### config.mk
export PLATFORM = sky130hd
export DESIGN_NAME = ddr3_pwrup_seq
export DESIGN_NICKNAME = d
export VERILOG_FILES = /design/src/rtl/ddr3_pwrup_seq.sv
export SDC_FILE = /design/constraint.sdc
export NUM_CORES = 1
export LEC_CHECK = 0
export ABC_CLOCK_PERIOD_IN_PS = 5950
export BUFFER_PORTS_ARGS = -buffer_cell sky130_fd_sc_hd__clkbuf_2
export CORE_MARGIN = 1
export CORE_UTILIZATION = 40
export DETAILED_ROUTE_END_ITERATION = 10
export PLACE_DENSITY = 0.7
export SLEW_MARGIN = 20
export SYNTH_ARGS = -nofsm -noshare
export SYNTH_HDL_FRONTEND = slang
export SYNTH_SLANG_ARGS = --single-unit
### constraint.sdc
create_clock -name clk -period 5.95 [get_ports clk]
set_clock_uncertainty 0.05 [all_clocks]
set_input_delay 1.785 -clock clk [delete_from_list [all_inputs] [get_ports clk]]
set_output_delay 1.785 -clock clk [all_outputs]
set_load 0.05 [all_outputs]
### src/rtl/ddr3_pwrup_seq.sv
module ddr3_pwrup_seq #(
  parameter int CLK_PS   = 2500,
  parameter int NUM_CS   = 4,
  parameter int T_RST_NS = 200000,
  parameter int T_CKE_NS = 500000,
  parameter int T_XPR_NS = 360,
  parameter int T_DLL_NS = 500000,
  parameter int MRD_CYC  = 4,
  parameter int ZQ_CYC   = 512
) (
  input  logic                      clk,
  input  logic                      rst_n,
  input  logic                      init_en,
  input  logic [NUM_CS-1:0]         cs_present,
  input  logic                      registered,
  input  logic                      four_dimm,
  input  logic [1:0]                burst_ctl,
  input  logic [3:0]                cas_lat,
  input  logic [2:0]                wr_rec,
  input  logic                      pd_slow,
  input  logic [2:0]                cas_wlat,
  input  logic [1:0]                odt_wr,
  input  logic [1:0]                drv_imp,
  input  logic [2:0]                odt_nom,
  input  logic [1:0]                mpr_loc,
  input  logic                      mpr_en,
  output logic                      mem_rst_n,
  output logic                      cke,
  output logic [1:0]                cmd_op,
  output logic [$clog2(NUM_CS)-1:0] cmd_cs,
  output logic [2:0]                cmd_bank,
  output logic [12:0]               cmd_addr,
  output logic                      done
);
  localparam int CS_W    = $clog2(NUM_CS);
  localparam int RST_CYC = (T_RST_NS * 1000 + CLK_PS - 1) / CLK_PS;
  localparam int CKE_CYC = (T_CKE_NS * 1000 + CLK_PS - 1) / CLK_PS;
  localparam int XPR_CYC = (T_XPR_NS * 1000 + CLK_PS - 1) / CLK_PS;
  localparam int DLL_CYC = (T_DLL_NS * 1000 + CLK_PS - 1) / CLK_PS;
  localparam int MAX_A   = (RST_CYC > CKE_CYC) ? RST_CYC : CKE_CYC;
  localparam int MAX_B   = (DLL_CYC > ZQ_CYC) ? DLL_CYC : ZQ_CYC;
  localparam int MAX_C   = (MAX_A > MAX_B) ? MAX_A : MAX_B;
  localparam int MAX_CYC = (MAX_C > XPR_CYC) ? ((MAX_C > MRD_CYC) ? MAX_C : MRD_CYC) : XPR_CYC;
  localparam int CNT_W   = $clog2(MAX_CYC + 1);

  typedef enum logic [2:0] {S_IDLE, S_RST, S_CKE, S_XPR, S_CMD, S_GAP, S_DLL, S_DONE} state_t;

  state_t            state;
  logic [CNT_W-1:0]  cnt;
  logic [1:0]        mr_idx;
  logic              zq_ph, zq_sel;
  logic [CS_W-1:0]   cur_cs, first_cs, first_idx, nxt_idx;
  logic              first_hit, nxt_hit;
  logic [2:0]        rtt_eff;
  logic [2:0]        mr_bank;
  logic [12:0]       mr_val;

  always_comb begin
    first_hit = 1'b0;
    first_idx = '0;
    nxt_hit   = 1'b0;
    nxt_idx   = '0;
    for (int i = NUM_CS - 1; i >= 0; i--) begin
      if (cs_present[i]) begin
        first_hit = 1'b1;
        first_idx = CS_W'(i);
      end
      if (cs_present[i] && (i > int'(cur_cs))) begin
        nxt_hit = 1'b1;
        nxt_idx = CS_W'(i);
      end
    end
  end

  always_ff @(posedge clk or negedge rst_n) begin
    if (!rst_n) begin
      state     <= S_IDLE;
      cnt       <= '0;
      mem_rst_n <= 1'b0;
      cke       <= 1'b0;
      mr_idx    <= '0;
      zq_ph     <= 1'b0;
      zq_sel    <= 1'b0;
      cur_cs    <= '0;
      first_cs  <= '0;
    end else begin
      case (state)
        S_IDLE: if (init_en) begin
          state <= S_RST;
          cnt   <= CNT_W'(RST_CYC - 1);
        end
        S_RST: if (cnt == '0) begin
          mem_rst_n <= 1'b1;
          state     <= S_CKE;
          cnt       <= CNT_W'(CKE_CYC - 1);
        end else cnt <= cnt - 1'b1;
        S_CKE: if (cnt == '0) begin
          cke   <= 1'b1;
          state <= S_XPR;
          cnt   <= CNT_W'(XPR_CYC - 1);
        end else cnt <= cnt - 1'b1;
        S_XPR: if (cnt == '0) begin
          if (first_hit) begin
            cur_cs   <= first_idx;
            first_cs <= first_idx;
            mr_idx   <= '0;
            state    <= S_CMD;
          end else state <= S_DONE;
        end else cnt <= cnt - 1'b1;
        S_CMD: begin
          state <= S_GAP;
          cnt   <= zq_ph ? CNT_W'(ZQ_CYC - 1) : CNT_W'(MRD_CYC - 1);
        end
        S_GAP: if (cnt == '0) begin
          if (zq_ph) begin
            if (zq_sel) state <= S_DONE;
            else begin
              zq_sel <= 1'b1;
              state  <= S_CMD;
            end
          end else if (mr_idx == 2'd3) begin
            state <= S_DLL;
            cnt   <= CNT_W'(DLL_CYC - 1);
          end else begin
            mr_idx <= mr_idx + 2'd1;
            state  <= S_CMD;
          end
        end else cnt <= cnt - 1'b1;
        S_DLL: if (cnt == '0) begin
          mr_idx <= '0;
          state  <= S_CMD;
          if (registered && nxt_hit) cur_cs <= nxt_idx;
          else begin
            zq_ph  <= 1'b1;
            zq_sel <= 1'b0;
          end
        end else cnt <= cnt - 1'b1;
        default: state <= S_DONE;
      endcase
    end
  end

  assign rtt_eff = (four_dimm && cur_cs[0]) ? 3'b000 : odt_nom;
  assign mr_bank = {1'b0, ~mr_idx[1], mr_idx[1] ^ mr_idx[0]};

  always_comb begin
    mr_val = '0;
    case (mr_idx)
      2'd0: mr_val = {2'b00, odt_wr, 2'b00, 1'b1, cas_wlat, 3'b000};
      2'd1: mr_val = {10'd0, mpr_en, mpr_loc};
      2'd2: begin
        mr_val[9] = rtt_eff[2];
        mr_val[6] = rtt_eff[1];
        mr_val[2] = rtt_eff[0];
        mr_val[5] = drv_imp[1];
        mr_val[1] = drv_imp[0];
      end
      default: mr_val = {pd_slow, wr_rec, 1'b1, 1'b0, cas_lat[3:1], 1'b1, cas_lat[0], burst_ctl};
    endcase
  end

  wire issuing = (state == S_CMD);
  assign cmd_op   = issuing ? (zq_ph ? 2'd2 : 2'd1) : 2'd0;
  assign cmd_cs   = zq_ph ? ((first_cs & ~CS_W'(1)) | CS_W'(zq_sel)) : cur_cs;
  assign cmd_bank = (issuing && !zq_ph) ? mr_bank : 3'd0;
  assign cmd_addr = !issuing ? 13'd0 : (zq_ph ? 13'h0400 : mr_val);
  assign done     = (state == S_DONE);


  cke_after_rst_chk: assert property (@(posedge clk) disable iff (!rst_n) cke |-> mem_rst_n);

  rst_first_chk: assert property (@(posedge clk) disable iff (!rst_n) $rose(mem_rst_n) |-> !cke);

  cmd_needs_cke_chk: assert property (@(posedge clk) disable iff (!rst_n) (cmd_op != 2'd0) |-> (cke && mem_rst_n));

  cmd_pulse_chk: assert property (@(posedge clk) disable iff (!rst_n) (cmd_op != 2'd0) |=> (cmd_op == 2'd0));

  mr0_fixed_chk: assert property (@(posedge clk) disable iff (!rst_n)
    (cmd_op == 2'd1 && cmd_bank == 3'd0) |-> (cmd_addr[8] && cmd_addr[3] && !cmd_addr[7]));

  odd_rtt_off_chk: assert property (@(posedge clk) disable iff (!rst_n)
    (cmd_op == 2'd1 && cmd_bank == 3'd1 && four_dimm && cmd_cs[0]) |-> (cmd_addr[9] == 1'b0 && cmd_addr[6] == 1'b0 && cmd_addr[2] == 1'b0));

  done_hold_chk: assert property (@(posedge clk) disable iff (!rst_n) done |=> done);
endmodule

Yosys cells after proc, flatten, opt, wreduce, memory -nomap -nowiden. Cells that the tools add are included.

Register bits after elaboration: 31. Input port bits: 32. Output and inout port bits: 23. Logic and storage cells: 135.

Add/subtract/negate cells: 2. Order comparisons: 3. Eq/ne operators: 25. Multiplexer cells: 65. Bitwise logic cells: 4. Reductions and logical operators: 27.

Operators with widths (number): 18-bit 2-to-1 mux (7); 18-bit case mux with 6 select lines (1); 2-bit 2-to-1 mux (25); 13-bit 2-to-1 mux (2); 2-bit != test (second input constant) (13); 3-bit 2-to-1 mux (8); 3-bit case mux with 7 select lines (1); 18-bit logical NOT (1); 2-bit case mux with 3 select lines (3); 18-bit by 1-bit subtractor with 18-bit output (second input constant) (1); 5-bit AND reduction (3); 3-bit equality test (second input constant) (4); 1-bit 2-to-1 mux (11); 9-bit 2-to-1 mux (1); 2-bit case mux with 2 select lines (2); 7-bit AND reduction (1); 3-bit by 2-bit equality test with 1-bit output (second input constant) (2); 1-bit logical AND (6); 3-bit != test (second input constant) (2); 3-bit case mux with 2 select lines (1); 3-bit AND reduction (2); 6-bit AND reduction (1); 6-bit nonzero test (1); 2-bit OR reduction (3); other kinds (18) (24).

Longest topological paths before layout. Gate-level depths: netlist of run 1.

Depth after elaboration: 9. Depth in mapped cells: 8. Mapped depth without buffers: 7.

Worst setup path before layout of run 1. No wires, ideal clock.

Path type: input-to-output. From: input four_dimm. To: output cmd_addr[2]. Arrival: 2.898 ns. Required time: 4.115 ns. Path slack: 1.217 ns. Stages: 3. Buffers on the path: 0. Cells stage by stage: a211oi_1 > a222oi_1 > nor2_1.

Word-level cells in the longest chain between the ends: 5.

RTL lines: from (decl) (RTL line 16) `input logic four_dimm,`; 1-bit logical AND (RTL line 143) `assign rtt_eff = (four_dimm && cur_cs[0]) ? 3'b000 : odt_nom;`; 3-bit 2-to-1 mux (RTL line 143); 2-bit case mux with 3 select lines (RTL line 148) `case (mr_idx)`; 13-bit 2-to-1 mux (2 in series) (RTL line 166) `assign cmd_addr = !issuing ? 13'd0 : (zq_ph ? 13'h0400 : mr_val);`; to (decl) (RTL line 32) `output logic [12:0] cmd_addr,`.

No other way between the ends.

Final worst setup path of run 1. Ends and elaborated chain as after synthesis.

==> impl_metrics.py, run 1 <==
metrics = {
    "status": {
        "status": "completed",
    },
    "setup_path": {
        "crit_path_start_kind": "input pin",
        "end_kind": "output port",
        "critical_path_class": "input pin to output port",
        "crit_end": "cmd_addr[2]",
        "cp.arrival_ps": 2810,
        "r2r_end": "cnt[1]",
        "crit_path_start": "four_dimm",
        "crit_required_ps": 4120,
        "crit_slowest_cell": "a211oi_1",
        "worst-r2r-setup-slack_ps": 3060,
        "cp_common_cell": "clkbuf_2",
        "cp_max_fo": 3,
        "worst-path-buf-inv": 2,
        "crit_family": "compound AO/OA/AOI/OAI gates",
        "cp.depth": 5,
        "cp_cell_sequence": "clkbuf_2 -> a211oi_1 -> a222oi_1 -> nor2_1 -> clkbuf_2",
        "slowest_delay_ps": 380,
        "rr_startpoint": "cnt[0]",
        "r2r_cells": 7,
    },
    "clock_tree": {
        "cts_max_level": 2,
        "clock_sinks": 30,
        "postCtsSetupBuffers": 0,
        "cts_tree": "done",
        "cts_buffers": 5,
        "cts.clk_slew.worst_paths_ps": 60,
        "cts_root_buf": "clkbuf_8",
        "cts_resized": 0,
        "clockBufferDepth": 2,
        "holdBufCountCts": 0,
        "clock_latency_ps": 280,
    },
    "detailed_routing": {
        "drt-pass1-iter-count": 5,
        "ant_nets": 0,
        "num_vias": 2568,
        "wl_per_cell_um": 16.1,
        "vias_per_cell": 6.04,
        "wirelength_mm": 6.83,
        "remaining_drc_errors": 0,
        "drt_first_iter_violations": 267,
    },
    "timing": {
        "finalSetupTns_ps": 0,
        "relSlewSlack_pct": 47.6,
        "worst-slew-pin-transition_ps": 786,
        "fin_crit_sh_pct": 78.0,
        "min_period_ps": 4640,
        "fin_ws_ps": 1310,
        "rsz0062_at_grt": "no",
        "fmax_mhz": 216,
        "finalMaxSlewViolations": 0,
        "finalHoldViolCount": 0,
        "final-setup-viol-count": 0,
    },
    "placement": {
        "hpwl_mm": 4.90,
        "dp.cells": 419,
        "dp_slack_ps": 1330,
        "gp_congestion": 0.884,
        "portBuffers": 52,
    },
    "yosys": {
        "synth-async-reset-ratio_pct": 100,
        "ys_ff_latch": 30,
        "synthDominantCellAreaShare_pct": 29.5,
        "ys.flop_type": "dfrtp_1",
        "synth.most_common_cell": "nor2_1",
        "ys_types": 66,
        "ys_seq_area_share_pct": 29.5,
        "yosys-top-cells-count": "nor2_1 (31), dfrtp_1 (30), nand2_1 (24), a21oi_1 (21), inv_1 (18)",
        "netlist_area_mm2": 0.00254,
        "synth.avg_cell_area_um2": 8.24,
        "synth_top_area_cell": "dfrtp_1",
        "synthCells": 309,
        "synth_edf_count": 0,
        "synth_area_leaders": "dfrtp_1 (29%), nor2_1 (4.6%), a21oi_1 (4.1%), nand2_1 (3.5%), inv_1 (2.7%)",
        "yosysWarnings": 0,
    },
    "pwr": {
        "cellLeakagePower_nw": 1.34,
        "p_seq_share_pct": 50.0,
        "combPwrFrac_pct": 22.7,
        "p_switching_mw": 0.200,
        "power_frac_clock_pct": 27.4,
        "internal_power_mw": 0.390,
        "powerDensity_mw_per_mm2": 205,
        "swShare_pct": 33.9,
        "peakVddDrop_v": 0.000137,
        "total_power_mw": 0.591,
    },
    "grt": {
        "grt_overflow": 0,
        "grt_pass1_vias": 2239,
        "grt.total_usage_pct": 20.8,
        "grt_max_degree": 31,
        "grt_pass1_wl_mm": 10.8,
        "antenna_found_initial": 0,
    },
    "floorplan": {
        "die-area_mm2": 0.00669,
        "placement_rows": 28,
        "initial_core_util_pct": 42.2,
        "die_h_um": 81.8,
        "core_area_mm2": 0.00603,
        "die_w_um": 81.8,
        "io_pins": 55,
    },
    "final_layout": {
        "nets": 388,
        "finalNonFillerCells": 425,
        "area_growth_syn_to_layout_pct": 13.4,
        "post-route-util_pct": 47.9,
        "drive_above_1_share_pct": 24.3,
        "insertedDiodeCount": 0,
    },
    "min_path": {
        "hp-class": "flop to flop",
    },
    "flow_run": {
        "cap_violations": 0,
    },
}
power by group through the flow:
stage          Clock [mW]  Combinational, mW  Sequential, mW
2_1_floorplan           0              0.112           0.278
3_3_place_gp            0              0.129           0.296
3_5_place_dp            0              0.133           0.297
4_1_cts             0.167              0.133           0.294
5_1_grt             0.172              0.151           0.301
6_report            0.162              0.134           0.295
layout by cell type (no fill, tap or decap), types with 3 or more instances in the layout:
cell type	instances
a211oi_1	4
nand3_1	13
nor2b_1	5
a31oi_1	6
dfrtp_1	30
a21o_1	7
o41ai_1	3
a41oi_1	7
mux2_2	5
nor2_1	31
nand2_1	24
ha_1	5
a22oi_1	5
o31ai_1	5
and2_1	3
nor3_1	13
a31o_2	3
clkbuf_8	6
inv_1	18
and3_1	6
nand2b_1	7
or2_2	4
a221oi_1	3
o21ai_0	12
a21oi_1	21
nor4_4	3
clkbuf_2	52
or4_1	3
metrics by stage:
| stage | hold slack [ps] | instance area (um^2) |
|---|---|---|
| after global routing | 435 | 2890 |
| after floorplan | 430 | 2550 |
| after detailed placement | 398 | 2800 |
| after CTS | 418 | 2890 |
| final | 412 | 2890 |
| after global placement | 393 | 2800 |
how the worst min path moves through the flow:
stage / slack (ps) / start / to / depth (start not counted)
floorplan: 430 / cnt[17] / cnt[17] / 1
global placement: 390 / mem_rst_n / mem_rst_n / 1
detailed placement: 400 / mem_rst_n / mem_rst_n / 1
CTS: 420 / mem_rst_n / mem_rst_n / 1
global route: 440 / mem_rst_n / mem_rst_n / 1
finish: 410 / mem_rst_n / mem_rst_n / 1
layer usage:
layer | routed length [um] | global-route usage (%) | up-vias
met5 | 0 | 0 | -
met4 | 133 | 10.7 | 0
met3 | 461 | 2.22 | 14
met2 | 3150 | 30.5 | 115
met1 | 3080 | 29.7 | 1190
li1 | - | - | 1249
logic make-up after synthesis:
logic type	Yosys count	share of synthesized area, %
AND/OR/NAND/NOR	127	28.0
AO/OA/AOI/OAI	101	29.5
buffers and inverters	36	6.59
flip-flops	30	29.5
multiplexers	8	3.44
adder cells (fa/ha/maj)	5	2.46
other	1	0.147
XOR/XNOR	1	0.344
sequential cells by signal, indices dropped and copies added, names as in the netlist:
| signal | flops |
|---|---|
| state | 3 |
| zq_ph | 1 |
| first_cs | 1 |
| cnt | 18 |
| cke | 1 |
| cur_cs | 2 |
| mr_idx | 2 |
| zq_sel | 1 |
| mem_rst_n | 1 |
cell type report:
| class | count | area (um^2) |
|---|---|---|
| Clock buffer | 6 | 82.6 |
| Fill cell | 594 | 3140 |
| Sequential cell | 30 | 751 |
| Tap cell | 75 | 93.8 |
| Inverter | 18 | 67.6 |
| Timing Repair Buffer | 52 | 260 |
| Multi-Input combinational cell | 244 | 1630 |
(Power assumes the default switching activity.)
==> inputs of run 2 (changes only) <==
Settings changed: ABC_CLOCK_PERIOD_IN_PS 5950 to 4400.
Clock period 5.95 ns to 4.4 ns, I/O delays scaled along.
==> impl_metrics.py, run 2 (synthesis gave the netlist of run 1 again) <==
metrics = {
    "grt": {
        "grt_max_degree": 31,
        "antenna_found_initial": 0,
        "grt_overflow": 0,
        "grt.total_usage_pct": 20.9,
        "grt_pass1_wl_mm": 10.8,
        "grt_pass1_vias": 2359,
    },
    "flow_run": {
        "cap_violations": 0,
    },
    "clock_tree": {
        "holdBufCountCts": 0,
        "cts_resized": 0,
        "cts_max_level": 2,
        "clockBufferDepth": 2,
        "cts_buffers": 5,
        "clock_sinks": 30,
        "clock_latency_ps": 280,
        "cts_tree": "done",
        "cts_root_buf": "clkbuf_8",
        "postCtsSetupBuffers": 0,
        "cts.clk_slew.worst_paths_ps": 60,
    },
    "setup_path": {
        "cp.arrival_ps": 2350,
        "cp_max_fo": 3,
        "cp_cell_sequence": "clkbuf_2 -> a211oi_1 -> a222oi_1 -> nor2_1 -> clkbuf_2",
        "slowest_delay_ps": 390,
        "crit_path_start_kind": "input pin",
        "end_kind": "output port",
        "crit_family": "compound AO/OA/AOI/OAI gates",
        "worst-path-buf-inv": 2,
        "cp_common_cell": "clkbuf_2",
        "crit_slowest_cell": "a211oi_1",
        "critical_path_class": "input pin to output port",
        "crit_required_ps": 3030,
    },
    "final_layout": {
        "insertedDiodeCount": 0,
        "layout_common_cells": "clkbuf_2 (52), nor2_1 (31), dfrtp_1 (30)",
        "post-route-util_pct": 48.3,
        "largestRegisters": "cnt x18, state x3",
        "design_area_mm2": 0.00291,
        "seq_area_um2": 751,
        "largest_register_ff_count": 18,
        "drive_above_1_share_pct": 24.8,
        "nets": 392,
        "n_fill_cell": 609,
        "multi_input_area_mm2": 0.00163,
        "area_growth_syn_to_layout_pct": 14.3,
        "layout_commonest_cell": "clkbuf_2",
        "regMostFlops": "cnt",
    },
    "placement": {
        "hpwl_mm": 5.08,
        "dp_slack_ps": 687,
        "gp_congestion": 0.884,
        "place_area_mm2": 0.00283,
        "portBuffers": 52,
    },
    "status": {
        "status": "completed",
    },
    "floorplan": {
        "placement_rows": 28,
        "initial_core_util_pct": 42.2,
        "die_w_um": 81.8,
        "die_h_um": 81.8,
        "core_area_mm2": 0.00603,
        "io_pins": 55,
        "die-area_mm2": 0.00669,
    },
    "timing": {
        "fin_crit_sh_pct": 84.5,
        "fmax_mhz": 269,
        "final-setup-viol-count": 0,
        "worst-slew-pin-transition_ps": 776,
        "finalMaxSlewViolations": 0,
        "finalSetupTns_ps": 0,
        "min_period_ps": 3720,
        "fin_ws_ps": 680,
        "relSlewSlack_pct": 48.3,
        "finalHoldViolCount": 0,
        "rsz0062_at_grt": "no",
    },
    "detailed_routing": {
        "wl_per_cell_um": 15.9,
        "ant_nets": 0,
        "remaining_drc_errors": 0,
        "num_vias": 2623,
        "vias_per_cell": 6.10,
        "drt-pass1-iter-count": 5,
        "wirelength_mm": 6.86,
        "drt_first_iter_violations": 210,
    },
    "pwr": {
        "powerDensity_mw_per_mm2": 272,
        "peakVddDrop_v": 0.000145,
        "cellLeakagePower_nw": 1.35,
        "total_power_mw": 0.791,
    },
    "min_path": {
        "hp-class": "flop to flop",
    },
}
-- run 2: power by group --
part / switching (mW) / internal, mW / total (mW)
clock: 0.0995 / 0.109 / 0.208
combinational: 0.0925 / 0.0896 / 0.182
sequential: 0.0832 / 0.317 / 0.401
-- run 2: metal layers --
metal | track usage [%] | vias up | wire length [um]
li1 | - | 1248 | -
met1 | 28.5 | 1278 | 3050
met2 | 32.5 | 88 | 3320
met3 | 2.89 | 9 | 405
met4 | 9.65 | 0 | 75
met5 | 0 | - | 0
-- run 2: path summary, 6_finish.rpt --
check / to / slack [ps] / depth (start not counted) / from
hold / removal: mem_rst_n / 410 / 1 / mem_rst_n
max in group asynchronous: mr_idx[0] / 2750 / 1 / rst_n
setup / recovery: cmd_addr[2] / 680 / 5 / four_dimm
hold reg to reg: mem_rst_n / 410 / 1 / mem_rst_n
min in group asynchronous: cnt[14] / 1050 / 1 / rst_n
setup reg to reg: cnt[1] / 1490 / 7 / cnt[0]
-- run 2: per-stage QoR --
step | hold slack, ps | cells
after floorplan | 430 | 310
after global placement | 395 | 423
after detailed placement | 397 | 423
after CTS | 417 | 430
after global routing | 438 | 430
final | 410 | 430
-- run 2: final cells by class --
cell class	instances	share of cell area, %
inverter	18	2.32
timing repair buffer	56	9.98
clock buffer	7	2.62
tap	75	3.23
multi-input combinational	244	56.0
sequential	30	25.8
==> inputs of run 3 (changes only) <==
Settings changed: ABC_CLOCK_PERIOD_IN_PS 4400 to 3430.
Clock period 4.4 ns to 3.43 ns, I/O delays scaled along.
==> impl_metrics.py, run 3 (synthesis gave the netlist of run 1 again) <==
metrics = {
    "grt": {
        "grt_pass1_wl_mm": 10.8,
        "grt.total_usage_pct": 21.1,
        "grt_overflow": 0,
        "grt_pass1_vias": 2179,
        "grt_max_degree": 31,
        "antenna_found_initial": 0,
    },
    "timing": {
        "finalMaxSlewViolations": 0,
        "fmax_mhz": 317,
        "min_period_ps": 3150,
        "finalSetupTns_ps": 0,
        "final-setup-viol-count": 0,
        "fin_crit_sh_pct": 91.9,
        "worst-slew-pin-transition_ps": 769,
        "rsz0062_at_grt": "no",
        "finalHoldViolCount": 0,
        "relSlewSlack_pct": 48.7,
        "fin_ws_ps": 277,
    },
    "final_layout": {
        "drive_above_1_share_pct": 26.1,
        "regMostFlops": "cnt",
        "largest_register_ff_count": 18,
        "design_area_mm2": 0.00295,
        "insertedDiodeCount": 0,
        "layout_commonest_cell": "clkbuf_2",
        "layout_common_cells": "clkbuf_2 (52), nor2_1 (31), dfrtp_1 (30)",
        "nets": 396,
        "largestRegisters": "cnt x18, state x3",
        "area_growth_syn_to_layout_pct": 16.1,
    },
    "floorplan": {
        "die_h_um": 81.8,
        "die_w_um": 81.8,
        "placement_rows": 28,
        "initial_core_util_pct": 42.2,
        "io_pins": 55,
        "die-area_mm2": 0.00669,
        "core_area_mm2": 0.00603,
    },
    "pwr": {
        "powerDensity_mw_per_mm2": 353,
        "cellLeakagePower_nw": 1.38,
        "peakVddDrop_v": 0.000191,
        "total_power_mw": 1.04,
    },
    "detailed_routing": {
        "drt_first_iter_violations": 207,
        "drt-met1-wl_mm": 3.05,
        "wl_met2_mm": 3.16,
        "wl_met3_um": 476,
        "ant_nets": 0,
        "remaining_drc_errors": 0,
        "topRoutingLayerUsed": "met4",
        "vias_per_cell": 5.91,
        "wl_per_cell_um": 15.6,
        "drt-pass1-iter-count": 5,
        "num_vias": 2573,
        "wirelength_mm": 6.78,
    },
    "setup_path": {
        "crit_required_ps": 2350,
        "r2r_cells": 5,
        "end_kind": "output port",
        "critical_path_class": "flop to output port",
        "cp_max_fo": 10,
        "cp.arrival_ps": 2070,
        "crit_end": "cmd_addr[12]",
        "crit_path_start_kind": "flop",
        "crit_path_start": "state[0]",
        "r2r_end": "cnt[1]",
        "rr_startpoint": "cnt[6]",
        "worst-r2r-setup-slack_ps": 810,
    },
    "min_path": {
        "hp-class": "flop to flop",
    },
    "flow_run": {
        "cap_violations": 0,
    },
    "clock_tree": {
        "cts_resized": 0,
        "clock_sinks": 30,
        "cts_buffers": 5,
        "cts_tree": "done",
        "cts.clk_slew.worst_paths_ps": 60,
        "cts_root_buf": "clkbuf_8",
        "clock_latency_ps": 290,
        "cts_max_level": 2,
        "postCtsSetupBuffers": 0,
        "clockBufferDepth": 2,
        "holdBufCountCts": 0,
    },
    "placement": {
        "portBuffers": 52,
        "gp_congestion": 0.895,
        "place_area_mm2": 0.00286,
        "dp_slack_ps": 321,
        "hpwl_mm": 5.01,
    },
    "status": {
        "status": "completed",
    },
}
==> run 3: worst min path at each step <==
stage                   start         to  slack (ps)  cells after the start
floorplan             cnt[17]    cnt[17]         430                      1
global placement    mem_rst_n  mem_rst_n         390                      1
detailed placement  mem_rst_n  mem_rst_n         400                      1
CTS                 mem_rst_n  mem_rst_n         420                      1
global route        mem_rst_n  mem_rst_n         430                      1
finish              mem_rst_n  mem_rst_n         410                      1
==> run 3: area by class of cell <==
class / count / area (um^2)
clock buffer: 7 / 86.3
clock inverter: 1 / 5.00
fill: 598 / 3070
inverter: 18 / 67.6
multi-input combinational: 244 / 1630
sequential: 30 / 751
tap: 75 / 93.8
timing repair buffer: 60 / 320
==> run 3: report_power, final <==
group | leakage [nW] | switching [mW] | internal (mW)
clock | 0.0482 | 0.137 | 0.162
sequential | 0.363 | 0.105 | 0.407
combinational | 0.971 | 0.117 | 0.117
total | 1.38 | 0.358 | 0.686
==> run 3: metrics by stage <==
stage	std cells	hold slack, ps	util, %
after floorplan	310	430	-
after global placement	427	395	47.5
after detailed placement	427	402	47.5
after CTS	435	416	49.0
after global routing	435	435	49.0
final	435	408	49.0
==> run 3: critical path: stages (launching register included) <==
cell	delay (ps)
dfrtp_1	370
nor2_1	270
nand2_1	110
or2_2	380
inv_1	190
and3_1	180
clkbuf_2	270
==> run 3: per-layer routing <==
metal | vias up | track usage [%]
li1 | 1260 | -
met1 | 1205 | 30.1
met2 | 101 | 31.7
met3 | 7 | 3.11
met4 | 0 | 8.60
met5 | - | 0
